`src/rtl/tx_coll_policy.sv`:
```
module tx_coll_policy #(
  parameter int LIMIT  = 16,
  parameter int CODE_W = 8
) (
  input  logic              clk,
  input  logic              rst_n,
  input  logic              cmd_wr,
  input  logic [CODE_W-1:0] cmd_code,
  input  logic              coll,
  input  logic              tx_ok,
  input  logic              pkt_start,
  input  logic              queue_more,
  output logic              retry_pulse,
  output logic              skip_pulse,
  output logic              halted,
  output logic              irq,
  output logic              tx_done
);
  localparam int CW = $clog2(LIMIT + 1);
  localparam logic [CODE_W-1:0] OP_HALT_REP  = CODE_W'(2);
  localparam logic [CODE_W-1:0] OP_HALT_SKIP = CODE_W'(3);
  localparam logic [CODE_W-1:0] OP_AUTO_REP  = CODE_W'(6);
  localparam logic [CODE_W-1:0] OP_AUTO_SKIP = CODE_W'(7);
  localparam logic [CW-1:0]     LAST         = CW'(LIMIT - 1);

  typedef enum logic [1:0] {P_HALT, P_AUTO_REP, P_AUTO_SKIP} policy_t;

  policy_t       policy;
  logic [CW-1:0] cnt;
  logic          halt_q, xcoll_q, done_q, retry_q, skip_q;

  wire wr_rep  = cmd_wr && (cmd_code == OP_HALT_REP);
  wire wr_skp  = cmd_wr && (cmd_code == OP_HALT_SKIP);
  wire resume  = halt_q && (wr_rep || wr_skp);
  wire restart = tx_ok || pkt_start;
  wire counted = coll && !halt_q;
  wire exhaust = counted && (cnt == LAST);

  always_ff @(posedge clk) begin
    if (!rst_n) begin
      policy  <= P_HALT;
      cnt     <= '0;
      halt_q  <= 1'b0;
      xcoll_q <= 1'b0;
      done_q  <= 1'b0;
      retry_q <= 1'b0;
      skip_q  <= 1'b0;
    end else begin
      retry_q <= 1'b0;
      skip_q  <= 1'b0;
      if (pkt_start) done_q <= 1'b0;

      if (wr_rep || wr_skp)                              policy <= P_HALT;
      else if (cmd_wr && cmd_code == OP_AUTO_REP)        policy <= P_AUTO_REP;
      else if (cmd_wr && cmd_code == OP_AUTO_SKIP)       policy <= P_AUTO_SKIP;

      if (resume) begin
        halt_q  <= 1'b0;
        xcoll_q <= 1'b0;
        cnt     <= '0;
        if (wr_skp) begin
          skip_q <= 1'b1;
          if (!queue_more) done_q <= 1'b1;
        end else begin
          retry_q <= 1'b1;
        end
      end else if (restart) begin
        cnt <= '0;
      end else if (exhaust) begin
        case (policy)
          P_AUTO_REP: begin
            retry_q <= 1'b1;
            cnt     <= '0;
          end
          P_AUTO_SKIP: begin
            skip_q <= 1'b1;
            cnt    <= '0;
            if (!queue_more) done_q <= 1'b1;
          end
          default: begin
            halt_q  <= 1'b1;
            xcoll_q <= 1'b1;
            cnt     <= CW'(LIMIT);
          end
        endcase
      end else if (counted) begin
        cnt <= cnt + 1'b1;
      end
    end
  end

  assign retry_pulse = retry_q;
  assign skip_pulse  = skip_q;
  assign halted      = halt_q;
  assign irq         = xcoll_q;
  assign tx_done     = done_q;

  assert_one_action_R10: assert property (@(posedge clk) disable iff (!rst_n)
    !(retry_pulse && skip_pulse));
  assert_retry_single_R10: assert property (@(posedge clk) disable iff (!rst_n)
    retry_pulse |=> !retry_pulse);
  assert_skip_single_R10: assert property (@(posedge clk) disable iff (!rst_n)
    skip_pulse |=> !skip_pulse);
  assert_halt_ignores_coll_R3: assert property (@(posedge clk) disable iff (!rst_n)
    (halted && coll && !cmd_wr) |=> (halted && !retry_pulse && !skip_pulse));
  assert_irq_sticky_R2: assert property (@(posedge clk) disable iff (!rst_n)
    (irq && !(cmd_wr && (cmd_code == OP_HALT_REP || cmd_code == OP_HALT_SKIP))) |=> irq);
  assert_cnt_bound_R2: assert property (@(posedge clk) disable iff (!rst_n)
    cnt <= CW'(LIMIT));
  assert_done_from_skip_R7: assert property (@(posedge clk) disable iff (!rst_n)
    $rose(tx_done) |-> skip_pulse);
  assert_halt_quiet_R2: assert property (@(posedge clk) disable iff (!rst_n)
    $rose(halted) |-> (!retry_pulse && !skip_pulse && irq));
endmodule

```
`config.mk`:
```
export PLATFORM = sky130hd
export DESIGN_NAME = tx_coll_policy
export DESIGN_NICKNAME = d
export VERILOG_FILES = /design/src/rtl/tx_coll_policy.sv
export SDC_FILE = /design/constraint.sdc
export NUM_CORES = 1
export LEC_CHECK = 0
export ABC_AREA = 1
export BUFFER_PORTS_ARGS = -buffer_cell sky130_fd_sc_hd__buf_4
export CAP_MARGIN = 0
export CORE_MARGIN = 4
export CORE_UTILIZATION = 47
export CTS_CLUSTER_DIAMETER = 200
export DETAILED_ROUTE_END_ITERATION = 16
export PLACE_DENSITY = 0.74
export SLEW_MARGIN = 20
export SYNTH_ARGS = -nofsm -noshare
export SYNTH_HDL_FRONTEND = slang
export SYNTH_SLANG_ARGS = --single-unit
```
`constraint.sdc`:
```
create_clock -name clk -period 1.96 [get_ports clk]
set_clock_uncertainty 0.15 [all_clocks]
set_input_delay 0.392 -clock clk [delete_from_list [all_inputs] [get_ports clk]]
set_output_delay 0.392 -clock clk [all_outputs]
set_load 0.03 [all_outputs]
```
; ---- After elaboration in Yosys (flattened, before gate mapping)
; Cells that the tools add are included.
[classes]
addsub = 1
n_eq_ne = 7
mux = 22
n_bitwise = 3
reduce_logical = 18
[op_table]
columns = op, n
row1 = 2-to-1 mux 1 bit, 19
row2 = "equality test 8 x 2 -> 1 bit, second input constant", 2
row3 = "equality test 8 x 3 -> 1 bit, second input constant", 2
row4 = 2-to-1 mux 5 bit, 3
row5 = logical AND 1 bit, 7
row6 = OR reduction 2 bit, 3
row7 = OR reduction 3 bit, 2
row8 = "adder 5 x 1 -> 5 bit, second input constant", 1
row9 = "equality test 5 x 4 -> 1 bit, second input constant", 1
row10 = nonzero test 2 bit, 2
row11 = NOT 1 bit, 3
row12 = AND reduction 3 bit, 1
row13 = "equality test 2 x 1 -> 1 bit, second input constant", 1
row14 = "equality test 2 bit, second input constant", 1
row15 = logical OR 1 bit, 2
row16 = zero test 1 bit, 1
[word_totals]
regBits = 11
inputBits = 15
output_inout_bits = 5
wordCells = 58

; ---- Depth between registers and ports, before layout
; Gate-level depths: netlist (run 1).
[logic_depth]
word_depth = 6
mapped_depth = 9
depth_no_buf = 9

; ---- Worst setup path before layout (run 1)
; No wires, ideal clock.
[synth_path]
path_kind = register to register
start = register cnt[0]
end = register cnt[4]
setup_ns = 0.113
arrival_time_ns = 1.222
required_ns = 1.697
path_slack_ns = 0.475
stages_incl_launch_ff = 10
n_path_buf = 0
period_less_slack_ns = 1.485
cell_sequence = dfxtp_1 > ha_1 > and3_1 > ha_1 > inv_1 > nor2_4 > nand2_2 > o211ai_1 > o21ai_1 > nor2_1
[synth_between]
elab_chain_cells = 3
word_cells_on_any_way = 6
classes_between = 1 x add/sub / 1 x eq/ne / 2 x mux / 2 x reduce/logical
[synth_rtl]
columns = element, line_no
row1 = from (decl), 29  ; logic [CW-1:0] cnt;
row2 = from (signal assigned), 83  ; cnt <= CW'(LIMIT);
row3 = from (signal assigned), 87  ; cnt <= cnt + 1'b1;
row4 = adder 5 x 1 -> 5 bit or equality test 5 x 4 -> 1 bit (tied branches), "87, 37"
row5 = 2-to-1 mux 5 bit or logical AND 1 bit (tied branches), "86, 37"
row6 = 2-to-1 mux 5 bit or nonzero test 2 bit (tied branches), n/a
; Several ways; a longest one is shown, not always the timed one. The select of a mux whose other input is x is not followed.
; A chain may end at the register's enable or synchronous reset.

; ---- Final worst setup path (run 1)
; Ends and elaborated chain as after synthesis.

==> out/metrics.yaml, run 1 <==
yosys_warnings: 0
cts_tree: "built"
min_period_over_period: 0.836
fin_tns_setup_ns: 0
via_count: 557
slew_headroom: 0.812
final_area_um2: 801
worst_pin_slew_ns: 0.280
first_iter_violations: 9
die-height_um: 44.4
post-route-util: 0.684
clkLatencyLatePin_ns: 0.27
critPathKind: "flop to flop"
grt_usage: 0.136
p_leak_uw: 0.000360
h-tree-depth: 1
placement.io_buffers: 19
finalCriticalPeriod_ns: 1.64
crit_arrival_ns: 1.69
crit_family: "simple AND/OR/NAND/NOR gates"
synth_nets: 100
netlist-cell-type-count: 21
post_cts_resized: 0
clk_path_buf_depth: 2
via_per_inst: 4.76
critPathBufInv: 1
grt_overflow: 0
clk_pin_slew_ns: 0.07
stdcell_count: 117
rsz0062_at_grt: "false"
dp_cells: 113
grt_pass1_vias: 521
wl_mm: 1.11
max_cap_violations: 0
ant_nets: 0
layout-drive-gt1-share: 0.350
place.gp.congestion: 0.791
drc: 0
core_area_mm2: 0.00117
antenna_cells: 0
cts_buffers: 3
layout_common_cells: "buf_4, nand2_1, dfxtp_1"
endpoint_kind: "flop"
io_pins: 20
hold_class: "input port to flop"
synthCells: 81
cp_slowest_cell: "dfxtp_1"
grt_max_degree: 7
path_cells: "ha_1 > and3_1 > ha_1 > inv_1 > nor2_4 > nand2_2 > o211ai_1 > o21ai_1 > nor2_1"
finalSetupViolCount: 0
cts_setup_buffers: 0
ys_ff_latch: 11
outcome: "finished, final reports clean"
syn_area_um2: 622
cp.required_ns: 2.01
pwr_density_cell_mw_per_mm2: 538
grt_pass1_wl_mm: 2.00
synth.avg_cell_area_um2: 7.68
syn_to_final_growth_pct: 28.8
cts.sinks: 11
maxSlewViolCount: 0
crit_path_max_incr_delay_ns: 0.37
wl_per_cell_um: 9.44
dp_hpwl_um: 946
max_freq_mhz: 610
fin_nets: 123
die_w_um: 44.4
timing.critical_path.mode_cell: "ha_1"
startpoint_type: "flop"
ir_worst_vdd_mv: 0.351
hold_viol_final: 0
drt_first_pass_iters: 4
whs_ns: 0.215
antenna_found_initial: 0
final_common_cell: "buf_4"
root_buffer: "clkbuf_4"
ys_seq_area_frac: 0.354
design.die.area_mm2: 0.00197
critPathMaxFanout: 4
dpl_cell_area_um2: 774
start_util: 0.531
rows: 12
hold_buffers: 0
==> flip-flops by register name, summed over array words and instances (netlist names) <==
signal,count
skip_pulse,1
retry_pulse,1
cnt,5
tx_done,1
irq,1
policy,2
==> final timing paths <==
| path | startpoint | endpoint | slack (ns) | cells after the start |
|---|---|---|---|---|
| setup / recovery | cnt[0] | cnt[4] | 0.32 | 9 |
| hold / removal | cmd_code[0] | policy[1] | 0.21 | 3 |
| setup reg to reg | cnt[0] | cnt[4] | 0.32 | 9 |
| hold reg to reg | tx_done | tx_done | 0.31 | 2 |
==> worst min-delay path: stages <==
cell and delay, ns:
buf_4 0.08, o21ai_1 0.06, nor2_1 0.07
==> power breakdown <==
part           internal [uW]  switching [uW]
clock                   78.7            74.9
sequential               225           0.991
combinational           27.9            23.6
==> layer usage <==
metal	share of wire	GRT usage	vias to the layer above
li1	-	-	299
met1	0.48	0.183	237
met2	0.43	0.203	19
met3	0.067	0.0244	2
met4	0.017	0.0723	0
met5	0	0	-
==> per-stage QoR <==
stage / worst slack [ns] / power [uW]
5_1_grt: 0.187 / 450
6_report: 0.322 / 431
2_1_floorplan: 0.475 / 255
4_1_cts: 0.328 / 436
3_3_place_gp: 0.427 / 282
3_5_place_dp: 0.347 / 282
==> synthesized netlist by cell type <==
| master | n | area share |
|---|---|---|
| o21ai_0 | 1 | 0.0080 |
| inv_2 | 2 | 0.012 |
| o21ai_1 | 2 | 0.016 |
| or2_4 | 1 | 0.014 |
| o211ai_1 | 1 | 0.012 |
| nor2_2 | 2 | 0.020 |
| dfxtp_1 | 11 | 0.35 |
| nand2_4 | 1 | 0.018 |
| and3_1 | 1 | 0.010 |
| a21oi_1 | 5 | 0.040 |
| nor2_1 | 10 | 0.060 |
| nand2_1 | 13 | 0.078 |
| buf_4 | 1 | 0.012 |
| nand2_2 | 3 | 0.030 |
| nand3_2 | 2 | 0.032 |
| nand3_1 | 3 | 0.024 |
| xor2_1 | 3 | 0.042 |
| nand4_1 | 2 | 0.020 |
| inv_1 | 10 | 0.060 |
| ha_1 | 4 | 0.080 |
| nor2_4 | 3 | 0.054 |
==> final cells by class <==
type	instances	area [um2]
Clock buffer	4	26.3
Fill cell	106	370
Inverter	12	45.0
Multi-Input combinational cell	57	349
Sequential cell	11	220
Tap cell	14	17.5
Timing Repair Buffer	19	143
==> logic make-up (layout without fill, tap and decap cells) <==
family,Yosys count,in the layout,share of synthesized area
AND/OR/NAND/NOR,41,41,0.362
buffers and inverters,13,35,0.0845
flip-flops,11,11,0.354
AO/OA/AOI/OAI,9,9,0.0764
adder cells (fa/ha/maj),4,4,0.0805
XOR/XNOR,3,3,0.0423
Note: power is estimated with default switching activity, not from simulation.
==> run 2, diff against run 1 <==
clock period = 1.6 ns   (was 1.96 ns; I/O delays follow)
==> run 2 against run 1 <==
Compared with the run above: via count grew 1.3%; cell area rose by 4.7%; critical endpoint unchanged; routed wire length up 5.6%; sequential share of layout area is 0.34 points lower; sequential power increased by 21%; flip-flop and latch count stayed put; non-clock buffer count unchanged; count of clock-buffer cells in the layout stayed put; clock power grew 21%.
==> out/metrics.yaml, run 2 (synthesis results as in run 1) <==
antenna_found_initial: 0  # unchanged
antenna_cells: 0  # unchanged
final_common_cell: "buf_4"  # unchanged
p_seq_frac: 0.522  # was 0.524
reg2reg_from: "cnt[1]"  # was cnt[0]
cts.sinks: 11  # unchanged
via_per_inst: 4.82  # was 4.76
fin_nets: 123  # unchanged
critPathMaxFanout: 4  # unchanged
first_iter_violations: 9  # unchanged
io_pins: 20  # unchanged
cts_setup_buffers: 0  # unchanged
nFillCells: 97  # was 106
p_comb_frac: 0.122  # was 0.120
h-tree-depth: 1  # unchanged
drt_first_pass_iters: 3  # was 4
grt_pass1_wl_mm: 2.00  # unchanged
die-height_um: 44.4  # unchanged
via_count: 564  # was 557
hold_class: "input port to flop"  # unchanged
ir_worst_vdd_mv: 0.427  # was 0.351 mV
place_ws_ns: -0.0129  # was 0.347 ns
start_util: 0.531  # unchanged
hp-start: "queue_more"  # was cmd_code[0]
top_register: "cnt"  # unchanged
core_area_mm2: 0.00117  # unchanged
wl_mm: 1.17  # was 1.11 mm
final_area_um2: 838  # was 801 um2
die_w_um: 44.4  # unchanged
crit_path_max_incr_delay_ns: 0.37  # about the same
dpl_cell_area_um2: 774  # unchanged
min_period_over_period: 0.961  # was 0.836
grt_usage: 0.136  # unchanged
timing.critical_path.mode_cell: "ha_4"  # was ha_1
path_cells: "ha_4 > and3_4 > ha_4 > inv_2 > nor2_4 > nand2_2 > o211ai_1 > o21ai_1 > nor2_1"  # was ha_1 > and3_1 > ha_1 > inv_1 > nor2_4 > nand2_2 > o211ai_1 > o21ai_1 > nor2_1
grt_overflow: 0  # unchanged
layout-drive-gt1-share: 0.408  # was 0.350
finalSetupViolCount: 0  # unchanged
crit_start: "cnt[1]"  # was cnt[0]
power_switching_share: 0.231  # about the same
clkLatencyLatePin_ns: 0.26  # was 0.27 ns
pwr_density_cell_mw_per_mm2: 626  # was 538 mW/mm2
critPathBufInv: 1  # unchanged
max_cap_violations: 0  # unchanged
cp.required_ns: 1.65  # was 2.01 ns
syn_to_final_growth_pct: 34.8  # was 28.8%
grt_pass1_vias: 521  # unchanged
clk_pin_slew_ns: 0.07  # about the same
critPathKind: "flop to flop"  # unchanged
largest_register_ffs: 5  # unchanged
root_buffer: "clkbuf_4"  # unchanged
clk_path_buf_depth: 2  # unchanged
grt_max_degree: 7  # unchanged
clockPowerShare: 0.356  # was 0.357
design.die.area_mm2: 0.00197  # unchanged
rsz0062_at_grt: "true"  # was false
placement.io_buffers: 19  # unchanged
worst_pin_slew_ns: 0.278  # was 0.280 ns
slew_headroom: 0.814  # was 0.812
top_regs: "cnt (5), policy (2)"  # unchanged
cp_slowest_cell: "dfxtp_4"  # was dfxtp_1
switchingPower_uw: 121  # was 99.5 uW
hold_viol_final: 0  # unchanged
endpoint_kind: "flop"  # unchanged
dp_hpwl_um: 946  # unchanged
finalCriticalPeriod_ns: 1.54  # was 1.64 ns
max_freq_mhz: 651  # was 610 MHz
rows: 12  # unchanged
layout_setup_ws_ns: 0.0630  # was 0.322 ns
crit_arrival_ns: 1.59  # was 1.69 ns
ant_nets: 0  # unchanged
cts_buffers: 3  # unchanged
outcome: "finished, final reports clean"  # unchanged
dp_cells: 113  # unchanged
fin_tns_setup_ns: 0  # unchanged
wl_per_cell_um: 9.97  # was 9.44 um
startpoint_type: "flop"  # unchanged
maxSlewViolCount: 0  # unchanged
fin_total_pwr_uw: 525  # was 431 uW
crit_family: "simple AND/OR/NAND/NOR gates"  # unchanged
drc: 0  # unchanged
p_int_uw: 403  # was 331 uW
place.gp.congestion: 0.791  # unchanged
p_leak_uw: 0.000359  # was 0.000360 uW
layout_common_cells: "buf_4, nand2_1, nor2_1"  # was buf_4, nand2_1, dfxtp_1
stdcell_count: 117  # unchanged
cts_tree: "built"  # unchanged
==> run 2: area by class of cell <==
class / instances / area (um2) / share of cell area
multi-input combinational: 57 / 379 / 0.452
timing repair buffer: 19 / 143 / 0.170
inverter: 12 / 45.0 / 0.0537
tap: 14 / 17.5 / 0.0209
clock buffer: 4 / 26.3 / 0.0313
sequential: 11 / 228 / 0.272
==> run 2: tightest hold or removal path: stages <==
cell and delay, ns:
buf_4 0.07, inv_1 0.03, nand3_1 0.06, nand2_1 0.04
==> run 2: per-stage QoR <==
stage,hold slack (ns),utilization
6_report,0.150,0.716
5_1_grt,0.178,0.716
4_1_cts,0.144,0.685
3_5_place_dp,0.295,0.661
3_3_place_gp,0.290,0.661
2_1_floorplan,0.294,-
==> run 2: path summary, 6_finish.rpt <==
path | endpoint | slack [ns] | depth (start not counted)
setup / recovery | cnt[4] | 0.06 | 9
setup reg to reg | cnt[4] | 0.06 | 9
hold / removal | tx_done | 0.15 | 4
hold reg to reg | tx_done | 0.30 | 2
==> run 2: power by group through the flow <==
| stage | clock (uW) | combinational (uW) | sequential [uW] |
|---|---|---|---|
| 2_1_floorplan | 0 | 29.5 | 282 |
| 3_3_place_gp | 0 | 63.3 | 282 |
| 3_5_place_dp | 0 | 63.4 | 283 |
| 4_1_cts | 194 | 63.5 | 276 |
| 5_1_grt | 204 | 72.2 | 274 |
| 6_report | 187 | 63.8 | 274 |
==> run 2: timing repair <==
action,4_1_cts,5_1_grt
cloned,0,0
gates resized for setup,2,8
hold buffers,0,0
pin swaps,2,6
endpoints found under the setup margin,5,8
==> run 2: metal layers <==
layer  GRT usage  up-vias  part of all wire
met4      0.0723        0             0.015
met5           0        -                 0
met2       0.203       19              0.45
met3      0.0244        2             0.063
met1       0.183      243              0.48
li1            -      300                 -
==> run 3, diff against run 2 <==
CTS_CLUSTER_SIZE = 14   (was default)
REMOVE_ABC_BUFFERS = 1   (was default)
==> run 3 against run 2 <==
Compared with the run above: combinational power rose by 4.5%; critical path depth stayed put; utilization up 0.85 points; worst setup slack better by 0.0072 ns; critical path type unchanged; largest power group unchanged; critical endpoint unchanged; count of clock-buffer cells in the layout did not move.
==> out/metrics.yaml, run 3 (synthesis results as in run 1) <==
drc: 0  # unchanged
drt_first_pass_iters: 4  # was 3
clk_path_buf_depth: 2  # unchanged
hold_buffers: 0  # unchanged
min_period_over_period: 0.956  # was 0.961
grt_overflow: 0  # unchanged
design.die.area_mm2: 0.00197  # unchanged
p_seq_frac: 0.515  # was 0.522
via_count: 597  # was 564
top_register: "cnt"  # unchanged
endpoint_kind: "flop"  # unchanged
cts_tree: "built"  # unchanged
via_per_inst: 5.02  # was 4.82
top_regs: "cnt (5), policy (2)"  # unchanged
nFillCells: 95  # was 97
ant_nets: 0  # unchanged
ff_latch_area_um2: 223  # was 228 um2
rows: 12  # unchanged
p_leak_uw: 0.000369  # was 0.000359 uW
ir_worst_vdd_mv: 0.425  # was 0.427 mV
crit_start: "cnt[1]"  # unchanged
reg2reg_from: "cnt[1]"  # unchanged
antenna_found_initial: 0  # unchanged
grt_pass1_vias: 534  # was 521
whs_ns: 0.141  # was 0.150 ns
final_area_um2: 848  # was 838 um2
dp_cells: 114  # was 113
wl_mm: 1.30  # was 1.17 mm
layout_common_cells: "buf_4, nand2_1, nor2_1"  # unchanged
critPathBufInv: 1  # unchanged
hold_class: "input port to flop"  # unchanged
placement.io_buffers: 19  # unchanged
hold_viol_final: 0  # unchanged
switchingPower_uw: 130  # was 121 uW
crit_arrival_ns: 1.59  # about the same
maxSlewViolCount: 0  # unchanged
core_area_mm2: 0.00117  # unchanged
grt_max_degree: 7  # unchanged
stdcell_count: 119  # was 117
critPathMaxFanout: 4  # unchanged
wl_per_cell_um: 10.9  # was 9.97 um
finalSetupViolCount: 0  # unchanged
crit_family: "simple AND/OR/NAND/NOR gates"  # unchanged
layout-drive-gt1-share: 0.419  # was 0.408
cp_slowest_cell: "dfxtp_2"  # was dfxtp_4
worst_pin_slew_ns: 0.299  # was 0.278 ns
fin_nets: 125  # was 123
place.gp.congestion: 0.863  # was 0.791
cp.required_ns: 1.66  # was 1.65 ns
critPathKind: "flop to flop"  # unchanged
p_int_uw: 407  # was 403 uW
h-tree-depth: 1  # unchanged
grt_usage: 0.133  # was 0.136
pwr_density_cell_mw_per_mm2: 633  # was 626 mW/mm2
r2r_setup_slack_ns: 0.07  # was 0.06 ns
p_comb_frac: 0.124  # was 0.122
path_cells: "ha_4 > and3_4 > ha_4 > inv_2 > nor2_4 > nand2_2 > o211ai_1 > o21ai_1 > nor2_1"  # unchanged
power_switching_share: 0.241  # was 0.231
timing.critical_path.mode_cell: "ha_4"  # unchanged
antenna_cells: 0  # unchanged
hp-start: "cmd_code[0]"  # was queue_more
grt_pass1_wl_mm: 1.95  # was 2.00 mm
finalCriticalPeriod_ns: 1.53  # was 1.54 ns
slew_headroom: 0.800  # was 0.814
largest_register_ffs: 5  # unchanged
max_freq_mhz: 654  # was 651 MHz
dpl_cell_area_um2: 782  # was 774 um2
dp_hpwl_um: 985  # was 946 um
cts_buffers: 3  # unchanged
multi_input_area_um2: 379  # unchanged
outcome: "finished, final reports clean"  # unchanged
cts.sinks: 11  # unchanged
fin_tns_setup_ns: 0  # unchanged
clkLatencyLatePin_ns: 0.27  # was 0.26 ns
first_iter_violations: 25  # was 9
die-height_um: 44.4  # unchanged
io_pins: 20  # unchanged
max_cap_violations: 0  # unchanged
startpoint_type: "flop"  # unchanged
syn_to_final_growth_pct: 36.4  # was 34.8%
root_buffer: "clkbuf_4"  # unchanged
start_util: 0.531  # unchanged
clockPowerShare: 0.361  # was 0.356
die_w_um: 44.4  # unchanged
crit_path_max_incr_delay_ns: 0.36  # was 0.37 ns
final_common_cell: "buf_4"  # unchanged
clk_pin_slew_ns: 0.07  # about the same
run 3: path summary, 6_finish.rpt:
path	cells after the start	to
setup / recovery	9	cnt[4]
hold / removal	3	policy[1]
setup reg to reg	9	cnt[4]
hold reg to reg	2	tx_done
run 3: routing by layer:
layer  track usage  part of all wire  up-vias
li1              -                 -      302
met1         0.171              0.43      265
met2         0.215              0.44       26
met3        0.0407              0.12        4
met4        0.0361             0.012        0
met5             0                 0        -
run 3: area by class of cell:
cell class | count | share of cell area
Clock buffer | 4 | 0.0310
Inverter | 12 | 0.0531
Multi-Input combinational cell | 57 | 0.447
Sequential cell | 11 | 0.263
Tap cell | 14 | 0.0206
Timing Repair Buffer | 21 | 0.186
run 3: power by group through the flow:
| stage | Sequential (uW) | Combinational (uW) | Clock, uW |
|---|---|---|---|
| floorplan | 282 | 29.5 | 0 |
| global placement | 282 | 64.4 | 0 |
| detailed placement | 282 | 65.5 | 0 |
| CTS | 276 | 65.6 | 189 |
| global route | 277 | 73.7 | 210 |
| finish | 277 | 66.7 | 194 |
run 3: per-stage QoR:
step | setup WS (ns) | utilization | power, uW
2_1_floorplan | 0.0776 | - | 312
3_3_place_gp | 0.0790 | 0.668 | 347
3_5_place_dp | 0.0274 | 0.668 | 348
4_1_cts | 0.0121 | 0.690 | 530
5_1_grt | -0.0157 | 0.724 | 560
6_report | 0.0702 | 0.724 | 537
run 3: repair_timing:
action                     in CTS  in global routing
setup endpoints to repair       0                  7
setup buffers                   0                  1
resized for setup               0                  8
run 3: worst register-to-register path: stages (launching register included):
cell	delay [ns]
dfxtp_2	0.36
ha_4	0.13
and3_4	0.19
ha_4	0.14
inv_2	0.04
nor2_4	0.11
nand2_2	0.07
o211ai_1	0.08
o21ai_1	0.09
nor2_1	0.11
